===== src/rtl/serctl_pkg.sv =====
package serctl_pkg;
  localparam int BYTE_W = 8;
  localparam int CNT_W  = $clog2(BYTE_W + 2);
  localparam logic [CNT_W-1:0] CNT_FULL = CNT_W'(BYTE_W);
  localparam logic [CNT_W-1:0] CNT_SAT  = CNT_W'(BYTE_W + 1);

  localparam int N_SPK  = 4;
  localparam int VOL_W  = 7;
  localparam int BASS_W = 5;
  localparam int TRB_W  = 4;
  localparam int SPK_W  = 5;
  localparam int SEL_W  = 2;

  localparam logic [6:0] VOL_LAST   = 7'd72;
  localparam logic [6:0] BASS_BASE  = 7'd73;
  localparam logic [6:0] BASS_LAST  = 7'd93;
  localparam logic [6:0] TRB_BASE   = 7'd94;
  localparam logic [6:0] TRB_LAST   = 7'd108;
  localparam logic [6:0] SEL_BASE   = 7'd109;
  localparam logic [6:0] SEL_LAST   = 7'd112;
  localparam logic [6:0] SMUTE_ON   = 7'd113;
  localparam logic [6:0] SMUTE_OFF  = 7'd114;

  localparam logic [VOL_W-1:0]  VOL_RST  = 7'd72;
  localparam logic [BASS_W-1:0] BASS_RST = 5'd10;
  localparam logic [TRB_W-1:0]  TRB_RST  = 4'd7;
  localparam logic [SPK_W-1:0]  SPK_MUTE = 5'd31;
endpackage


===== src/rtl/serctl_sync.sv =====
module serctl_sync #(
  parameter int W = 3,
  parameter logic [W-1:0] RST_VAL = '0
) (
  input  logic         clk,
  input  logic         rst_n,
  input  logic [W-1:0] d_async,
  output logic [W-1:0] d_sync
);
  logic [W-1:0] stage1_q;
  logic [W-1:0] stage2_q;

  always_ff @(posedge clk or negedge rst_n) begin
    if (!rst_n) begin
      stage1_q <= RST_VAL;
      stage2_q <= RST_VAL;
    end else begin
      stage1_q <= d_async;
      stage2_q <= stage1_q;
    end
  end

  assign d_sync = stage2_q;
endmodule


===== src/rtl/serctl_frame_rx.sv =====
module serctl_frame_rx
  import serctl_pkg::*;
(
  input  logic              clk,
  input  logic              rst_n,
  input  logic              en_n_s,
  input  logic              sclk_s,
  input  logic              sdat_s,
  output logic              commit_vld,
  output logic [BYTE_W-1:0] commit_byte,
  output logic [CNT_W-1:0]  bit_cnt
);
  logic              en_d_q, sclk_d_q;
  logic [BYTE_W-1:0] shift_q, shift_nxt;
  logic [CNT_W-1:0]  cnt_q, cnt_nxt, cnt_base;
  logic              vld_q, vld_nxt;
  logic [BYTE_W-1:0] byte_q, byte_nxt;
  logic              en_fall, en_rise, sclk_rise;

  assign en_fall   = !en_n_s && en_d_q;
  assign en_rise   = en_n_s && !en_d_q;
  assign sclk_rise = sclk_s && !sclk_d_q;

  always_comb begin
    shift_nxt = shift_q;
    cnt_base  = en_fall ? '0 : cnt_q;
    cnt_nxt   = cnt_base;
    if (!en_n_s && sclk_rise) begin
      shift_nxt = {shift_q[BYTE_W-2:0], sdat_s};
      cnt_nxt   = (cnt_base == CNT_SAT) ? CNT_SAT : cnt_base + 1'b1;
    end
    vld_nxt  = en_rise && (cnt_q == CNT_FULL);
    byte_nxt = vld_nxt ? shift_q : byte_q;
  end

  always_ff @(posedge clk or negedge rst_n) begin
    if (!rst_n) begin
      en_d_q   <= 1'b1;
      sclk_d_q <= 1'b0;
      shift_q  <= '0;
      cnt_q    <= '0;
      vld_q    <= 1'b0;
      byte_q   <= '0;
    end else begin
      en_d_q   <= en_n_s;
      sclk_d_q <= sclk_s;
      shift_q  <= shift_nxt;
      cnt_q    <= cnt_nxt;
      vld_q    <= vld_nxt;
      byte_q   <= byte_nxt;
    end
  end

  assign commit_vld  = vld_q;
  assign commit_byte = byte_q;
  assign bit_cnt     = cnt_q;
endmodule


===== src/rtl/serctl_regs.sv =====
module serctl_regs
  import serctl_pkg::*;
(
  input  logic                   clk,
  input  logic                   rst_n,
  input  logic                   commit_vld,
  input  logic [BYTE_W-1:0]      commit_byte,
  output logic [VOL_W-1:0]       vol_q,
  output logic [BASS_W-1:0]      bass_q,
  output logic [TRB_W-1:0]       trb_q,
  output logic [N_SPK*SPK_W-1:0] spk_q,
  output logic [SEL_W-1:0]       sel_q,
  output logic                   smute_q
);
  logic [6:0]        low7;
  logic              vol_en, bass_en, trb_en, sel_en, smute_en;
  logic [VOL_W-1:0]  vol_nxt;
  logic [BASS_W-1:0] bass_nxt;
  logic [TRB_W-1:0]  trb_nxt;
  logic [SEL_W-1:0]  sel_nxt;
  logic              smute_nxt;
  logic [N_SPK-1:0]  spk_en;
  logic [SPK_W-1:0]  spk_nxt;

  assign low7 = commit_byte[6:0];

  always_comb begin
    vol_en    = 1'b0;
    bass_en   = 1'b0;
    trb_en    = 1'b0;
    sel_en    = 1'b0;
    smute_en  = 1'b0;
    spk_en    = '0;
    vol_nxt   = low7;
    bass_nxt  = BASS_W'(low7 - BASS_BASE);
    trb_nxt   = TRB_W'(low7 - TRB_BASE);
    sel_nxt   = SEL_W'(low7 - SEL_BASE);
    smute_nxt = (low7 == SMUTE_ON);
    spk_nxt   = commit_byte[SPK_W-1:0];
    if (commit_vld) begin
      if (commit_byte[7]) begin
        spk_en[commit_byte[6:5]] = 1'b1;
      end else if (low7 <= VOL_LAST) begin
        vol_en = 1'b1;
      end else if (low7 <= BASS_LAST) begin
        bass_en = 1'b1;
      end else if (low7 <= TRB_LAST) begin
        trb_en = 1'b1;
      end else if (low7 <= SEL_LAST) begin
        sel_en = 1'b1;
      end else if ((low7 == SMUTE_ON) || (low7 == SMUTE_OFF)) begin
        smute_en = 1'b1;
      end
    end
  end

  always_ff @(posedge clk or negedge rst_n) begin
    if (!rst_n) begin
      vol_q   <= VOL_RST;
      bass_q  <= BASS_RST;
      trb_q   <= TRB_RST;
      sel_q   <= '0;
      smute_q <= 1'b1;
    end else begin
      if (vol_en)   vol_q   <= vol_nxt;
      if (bass_en)  bass_q  <= bass_nxt;
      if (trb_en)   trb_q   <= trb_nxt;
      if (sel_en)   sel_q   <= sel_nxt;
      if (smute_en) smute_q <= smute_nxt;
    end
  end

  for (genvar g = 0; g < N_SPK; g++) begin : g_spk
    always_ff @(posedge clk or negedge rst_n) begin
      if (!rst_n) begin
        spk_q[g*SPK_W +: SPK_W] <= SPK_MUTE;
      end else if (spk_en[g]) begin
        spk_q[g*SPK_W +: SPK_W] <= spk_nxt;
      end
    end
  end
endmodule


===== src/rtl/serctl_decoder.sv =====
module serctl_decoder
  import serctl_pkg::*;
(
  input  logic              clk,
  input  logic              rst_n,
  input  logic              ser_en_n,
  input  logic              ser_clk,
  input  logic              ser_dat,
  output logic [VOL_W-1:0]  vol_code,
  output logic [BASS_W-1:0] bass_code,
  output logic [TRB_W-1:0]  treble_code,
  output logic [SPK_W-1:0]  spk_lf,
  output logic [SPK_W-1:0]  spk_rf,
  output logic [SPK_W-1:0]  spk_lr,
  output logic [SPK_W-1:0]  spk_rr,
  output logic [SEL_W-1:0]  in_sel,
  output logic              sec_mute,
  output logic              out_mute
);
  logic                   rst_meta_q, rst_sync_n;
  logic [2:0]             pins_s;
  logic                   commit_vld;
  logic [BYTE_W-1:0]      commit_byte;
  logic [CNT_W-1:0]       bit_cnt;
  logic [N_SPK*SPK_W-1:0] spk_all;
  logic [N_SPK-1:0]       spk_is_mute;

  always_ff @(posedge clk or negedge rst_n) begin
    if (!rst_n) begin
      rst_meta_q <= 1'b0;
      rst_sync_n <= 1'b0;
    end else begin
      rst_meta_q <= 1'b1;
      rst_sync_n <= rst_meta_q;
    end
  end

  serctl_sync #(.W(3), .RST_VAL(3'b001)) u_sync (
    .clk     (clk),
    .rst_n   (rst_sync_n),
    .d_async ({ser_dat, ser_clk, ser_en_n}),
    .d_sync  (pins_s)
  );

  serctl_frame_rx u_rx (
    .clk         (clk),
    .rst_n       (rst_sync_n),
    .en_n_s      (pins_s[0]),
    .sclk_s      (pins_s[1]),
    .sdat_s      (pins_s[2]),
    .commit_vld  (commit_vld),
    .commit_byte (commit_byte),
    .bit_cnt     (bit_cnt)
  );

  serctl_regs u_regs (
    .clk         (clk),
    .rst_n       (rst_sync_n),
    .commit_vld  (commit_vld),
    .commit_byte (commit_byte),
    .vol_q       (vol_code),
    .bass_q      (bass_code),
    .trb_q       (treble_code),
    .spk_q       (spk_all),
    .sel_q       (in_sel),
    .smute_q     (sec_mute)
  );

  for (genvar g = 0; g < N_SPK; g++) begin : g_mute
    assign spk_is_mute[g] = (spk_all[g*SPK_W +: SPK_W] == SPK_MUTE);
  end

  assign spk_lf   = spk_all[0*SPK_W +: SPK_W];
  assign spk_rf   = spk_all[1*SPK_W +: SPK_W];
  assign spk_lr   = spk_all[2*SPK_W +: SPK_W];
  assign spk_rr   = spk_all[3*SPK_W +: SPK_W];
  assign out_mute = sec_mute && (&spk_is_mute);
endmodule


===== config.mk =====
export PLATFORM = sky130hd
export DESIGN_NAME = serctl_decoder
export DESIGN_NICKNAME = d
export VERILOG_FILES = /design/src/rtl/serctl_pkg.sv /design/src/rtl/serctl_sync.sv /design/src/rtl/serctl_frame_rx.sv /design/src/rtl/serctl_regs.sv /design/src/rtl/serctl_decoder.sv
export SDC_FILE = /design/constraint.sdc
export NUM_CORES = 1
export LEC_CHECK = 0
export BUFFER_PORTS_ARGS = -buffer_cell sky130_fd_sc_hd__buf_2
export CORE_ASPECT_RATIO = 0.8
export CORE_MARGIN = 2
export CORE_UTILIZATION = 60
export DETAILED_ROUTE_END_ITERATION = 7
export PLACE_DENSITY = 0.93
export SETUP_SLACK_MARGIN = 0.02
export SLEW_MARGIN = 0
export SYNTH_ARGS = -nofsm -noshare
export SYNTH_HDL_FRONTEND = slang
export SYNTH_HIERARCHICAL = 1
export SYNTH_SLANG_ARGS = --single-unit

===== constraint.sdc =====
create_clock -name clk -period 5.8 [get_ports clk]
set_input_delay 0.87 -clock clk [delete_from_list [all_inputs] [get_ports clk]]
set_output_delay 0.87 -clock clk [all_outputs]
set_load 0.01 [all_outputs]

==> results.py <==
metrics = {
    "clock_network": {
        "cts_buffers": 9,
        "ctsHoldBuffers": 0,
        "clk_latency_ns": 0.34,
        "post_cts_buffers": 0,
        "cts_sinks": 70,
        "cts_max_path_buffers": 2,
        "post_cts_resized": 0,
        "root_buffer": "clkbuf_8",
        "clk_pin_slew_ns": 0.08,
        "cts_tree": "built",
        "htree_levels": 3,
    },
    "critical_path": {
        "r2r_start": "u_rx/commit_byte[0]$_DFFE_PN0P_",
        "critPathLaunch": "u_regs/spk_q[7]$_DFFE_PN1P_",
        "crit_type": "flop to output port",
        "r2r_end": "u_regs/smute_q$_DFFE_PN1P_",
        "cp-start-kind": "flop",
        "critPathMaxFanout": 3,
        "ff2ff_path_depth": 7,
        "cp_data_required_time_ns": 4.93,
        "arrival_ns": 1.82,
        "endpoint": "out_mute",
        "endpoint_kind": "output port",
        "r2r_setup_slack_ns": 3.35,
    },
    "routing": {
        "viasPerCell": 5.77,
        "vias": 1956,
        "dr.pass1.iters": 5,
        "routedWlPerCell_um": 16.9,
        "drt_iter0_markers": 86,
        "drt_wl_total_um": 5730,
        "drc": 0,
        "detail-route-antenna-nets": 0,
    },
    "timing": {
        "tightest_slew_ns": 0.808,
        "clock_skew_ns": 0.00961,
        "setup_ws_ns": 3.11,
        "slew_headroom": 0.461,
        "maxSlewViolCount": 0,
        "setup_viol": 0,
        "hold_viol_final": 0,
        "final.setup.tns_ns": 0,
        "layout_min_cycle_time_ns": 2.69,
        "fin_crit_sh": 0.464,
        "rsz0062_at_grt": "no",
        "hold_ws_ns": 0.295,
        "clock.fmax_mhz": 371,
    },
    "layout": {
        "fin_cells": 339,
        "areaGrowthSynthToFinish_pct": 17.5,
        "fillers": 329,
        "layout_commonest_cell": "buf_2",
        "layout-drive-gt1-share": 0.516,
        "diodes": 0,
        "mostFrequentLayoutCells": "buf_2 (44), dfrtp_1 (38), mux2_2 (33), dfstp_2 (31), nand2_1 (18)",
        "finalNetCount": 285,
    },
    "synthesis": {
        "seq_area_frac_synth": 0.595,
        "synth.top_cell.area_share": 0.324,
        "ys_seq_elements": 70,
        "synth_warnings": 6,
        "syn_nets": 234,
        "syn_inst": 221,
        "synth.largest_area_cell": "dfrtp_1",
        "netlist_area_um2": 3010,
        "ys_top_cells_by_area": "dfrtp_1 (32%), dfstp_2 (27%), mux2_2 (12%)",
        "synth_cell_types": 43,
        "syn_area_per_cell_um2": 13.6,
    },
    "die": {
        "dieArea_um2": 5600,
        "die_w_um": 83.2,
        "start_util": 0.611,
        "core_um2": 4920,
        "die_h_um": 67.3,
        "num_rows": 23,
        "ios": 45,
    },
    "status": {
        "status": "completed",
    },
    "pwr": {
        "powerDensity_nw_per_um2": 297,
        "leakage_uw": 0.00170,
        "ir_drop_mv": 0.217,
    },
    "grt": {
        "grt.overflow.total": 0,
        "grt_start_max_net_pins": 69,
        "grtUsageTotal": 0.222,
        "grt_pass1_vias": 1891,
        "grt_antenna_before_repair": 0,
        "grt_pass1_wl_um": 9360,
    },
    "place": {
        "routabilityCongestion": 0.832,
        "port_buffers": 44,
        "dpl.hpwl_um": 4010,
        "placed_cells": 323,
        "dpl_worst_slack_ns": 3.41,
    },
    "job": {
        "cap_violations": 0,
    },
    "hold_path": {
        "min_path_type": "primary input to async pin",
    },
}
## per-stage QoR
step / power (µW) / utilization / instance area (µm²)
2_1_floorplan: 572 / - / 3010
3_3_place_gp: 583 / 0.668 / 3290
3_5_place_dp: 588 / 0.668 / 3290
4_1_cts: 1060 / 0.718 / 3530
5_1_grt: 1090 / 0.718 / 3530
6_report: 1050 / 0.718 / 3530
## layer usage
layer | GRT usage | wire length [µm] | up-vias
met3 | 0.0709 | 343 | 12
met1 | 0.270 | 2400 | 980
li1 | - | - | 894
met2 | 0.373 | 2850 | 70
met5 | 0 | 0 | -
met4 | 0.0984 | 127 | 0
## state kept, by name, summed over array words and instances (netlist names), 2 cells and up
name              flops
u_regs/bass_q         5
u_regs/sel_q          2
u_regs/spk_q         20
u_regs/trb_q          4
u_regs/vol_q          7
u_rx/bit_cnt          4
u_rx/commit_byte      8
u_rx/shift_q          8
u_sync/d_sync         3
u_sync/stage1_q       3
## worst max-delay path, stage by stage, from the launching register on
cell,delay (ns)
dfstp_2,0.55
nand4_1,0.09
or4_1,0.52
nor3_2,0.17
buf_2,0.14
## worst min-delay path by stage
stage / start / slack, ns / to
final: rst_n / 0.30 / rst_meta_q$_DFF_PN0_
after floorplan: rst_meta_q$_DFF_PN0_ / 0.33 / rst_sync_n$_DFF_PN0_
after detailed placement: u_sync/stage1_q[2]$_DFF_PN0_ / 0.33 / u_sync/d_sync[2]$_DFF_PN0_
after global placement: u_sync/stage1_q[1]$_DFF_PN0_ / 0.33 / u_sync/d_sync[1]$_DFF_PN0_
after CTS: rst_n / 0.28 / rst_meta_q$_DFF_PN0_
after global routing: rst_n / 0.28 / rst_meta_q$_DFF_PN0_
## synthesized netlist by cell type (all sizes together)
| cell type | count |
|---|---|
| o211a | 1 |
| mux2 | 41 |
| mux2i | 3 |
| nand4bb | 1 |
| nor2b | 2 |
| nor3 | 4 |
| o21ai | 14 |
| a22o | 1 |
| or4 | 1 |
| a31o | 1 |
| ha | 8 |
| a21oi | 5 |
| or2b | 1 |
| a31oi | 1 |
| dfstp | 31 |
| nand4 | 7 |
| or3 | 4 |
| nor4bb | 1 |
| nor3b | 2 |
| a2111oi | 1 |
| buf | 1 |
| o21a | 1 |
| nand3 | 3 |
| a22oi | 1 |
| o2111ai | 1 |
| xor2 | 3 |
| nand2 | 18 |
| inv | 10 |
| or3b | 1 |
| conb | 1 |
| or4b | 2 |
| a211oi | 2 |
| dfrtp | 39 |
| nand2b | 4 |
| clkbuf | 4 |
## area by class of cell
type,count,area (µm²),share of cell area
inverters,10,37.5,0.0106
multi-input cells,136,1150,0.326
flip-flops and latches,70,1790,0.507
clock buffers,10,138,0.0389
clock inverters,6,109,0.0308
repair buffers,45,228,0.0644
well taps,62,77.6,0.0219
## power by group
group / leakage [µW] / total [µW] / switching, µW / internal [µW]
Sequential: 0.000834 / 538 / 20.2 / 518
Clock: 0.000126 / 471 / 175 / 296
Combinational: 0.000735 / 40.1 / 18.0 / 22.1
## kinds of logic after synthesis
group	synth area share
DFF	0.595
and+or+nand+nor	0.102
muxes	0.173
AOI/OAI and AO/OA	0.0649
buffers and inverters	0.0212
adders and majority gates	0.0333
xor gates and xnor gates	0.00874
other	0.00125
No activity file was read; power rests on OpenSTA's default activity.
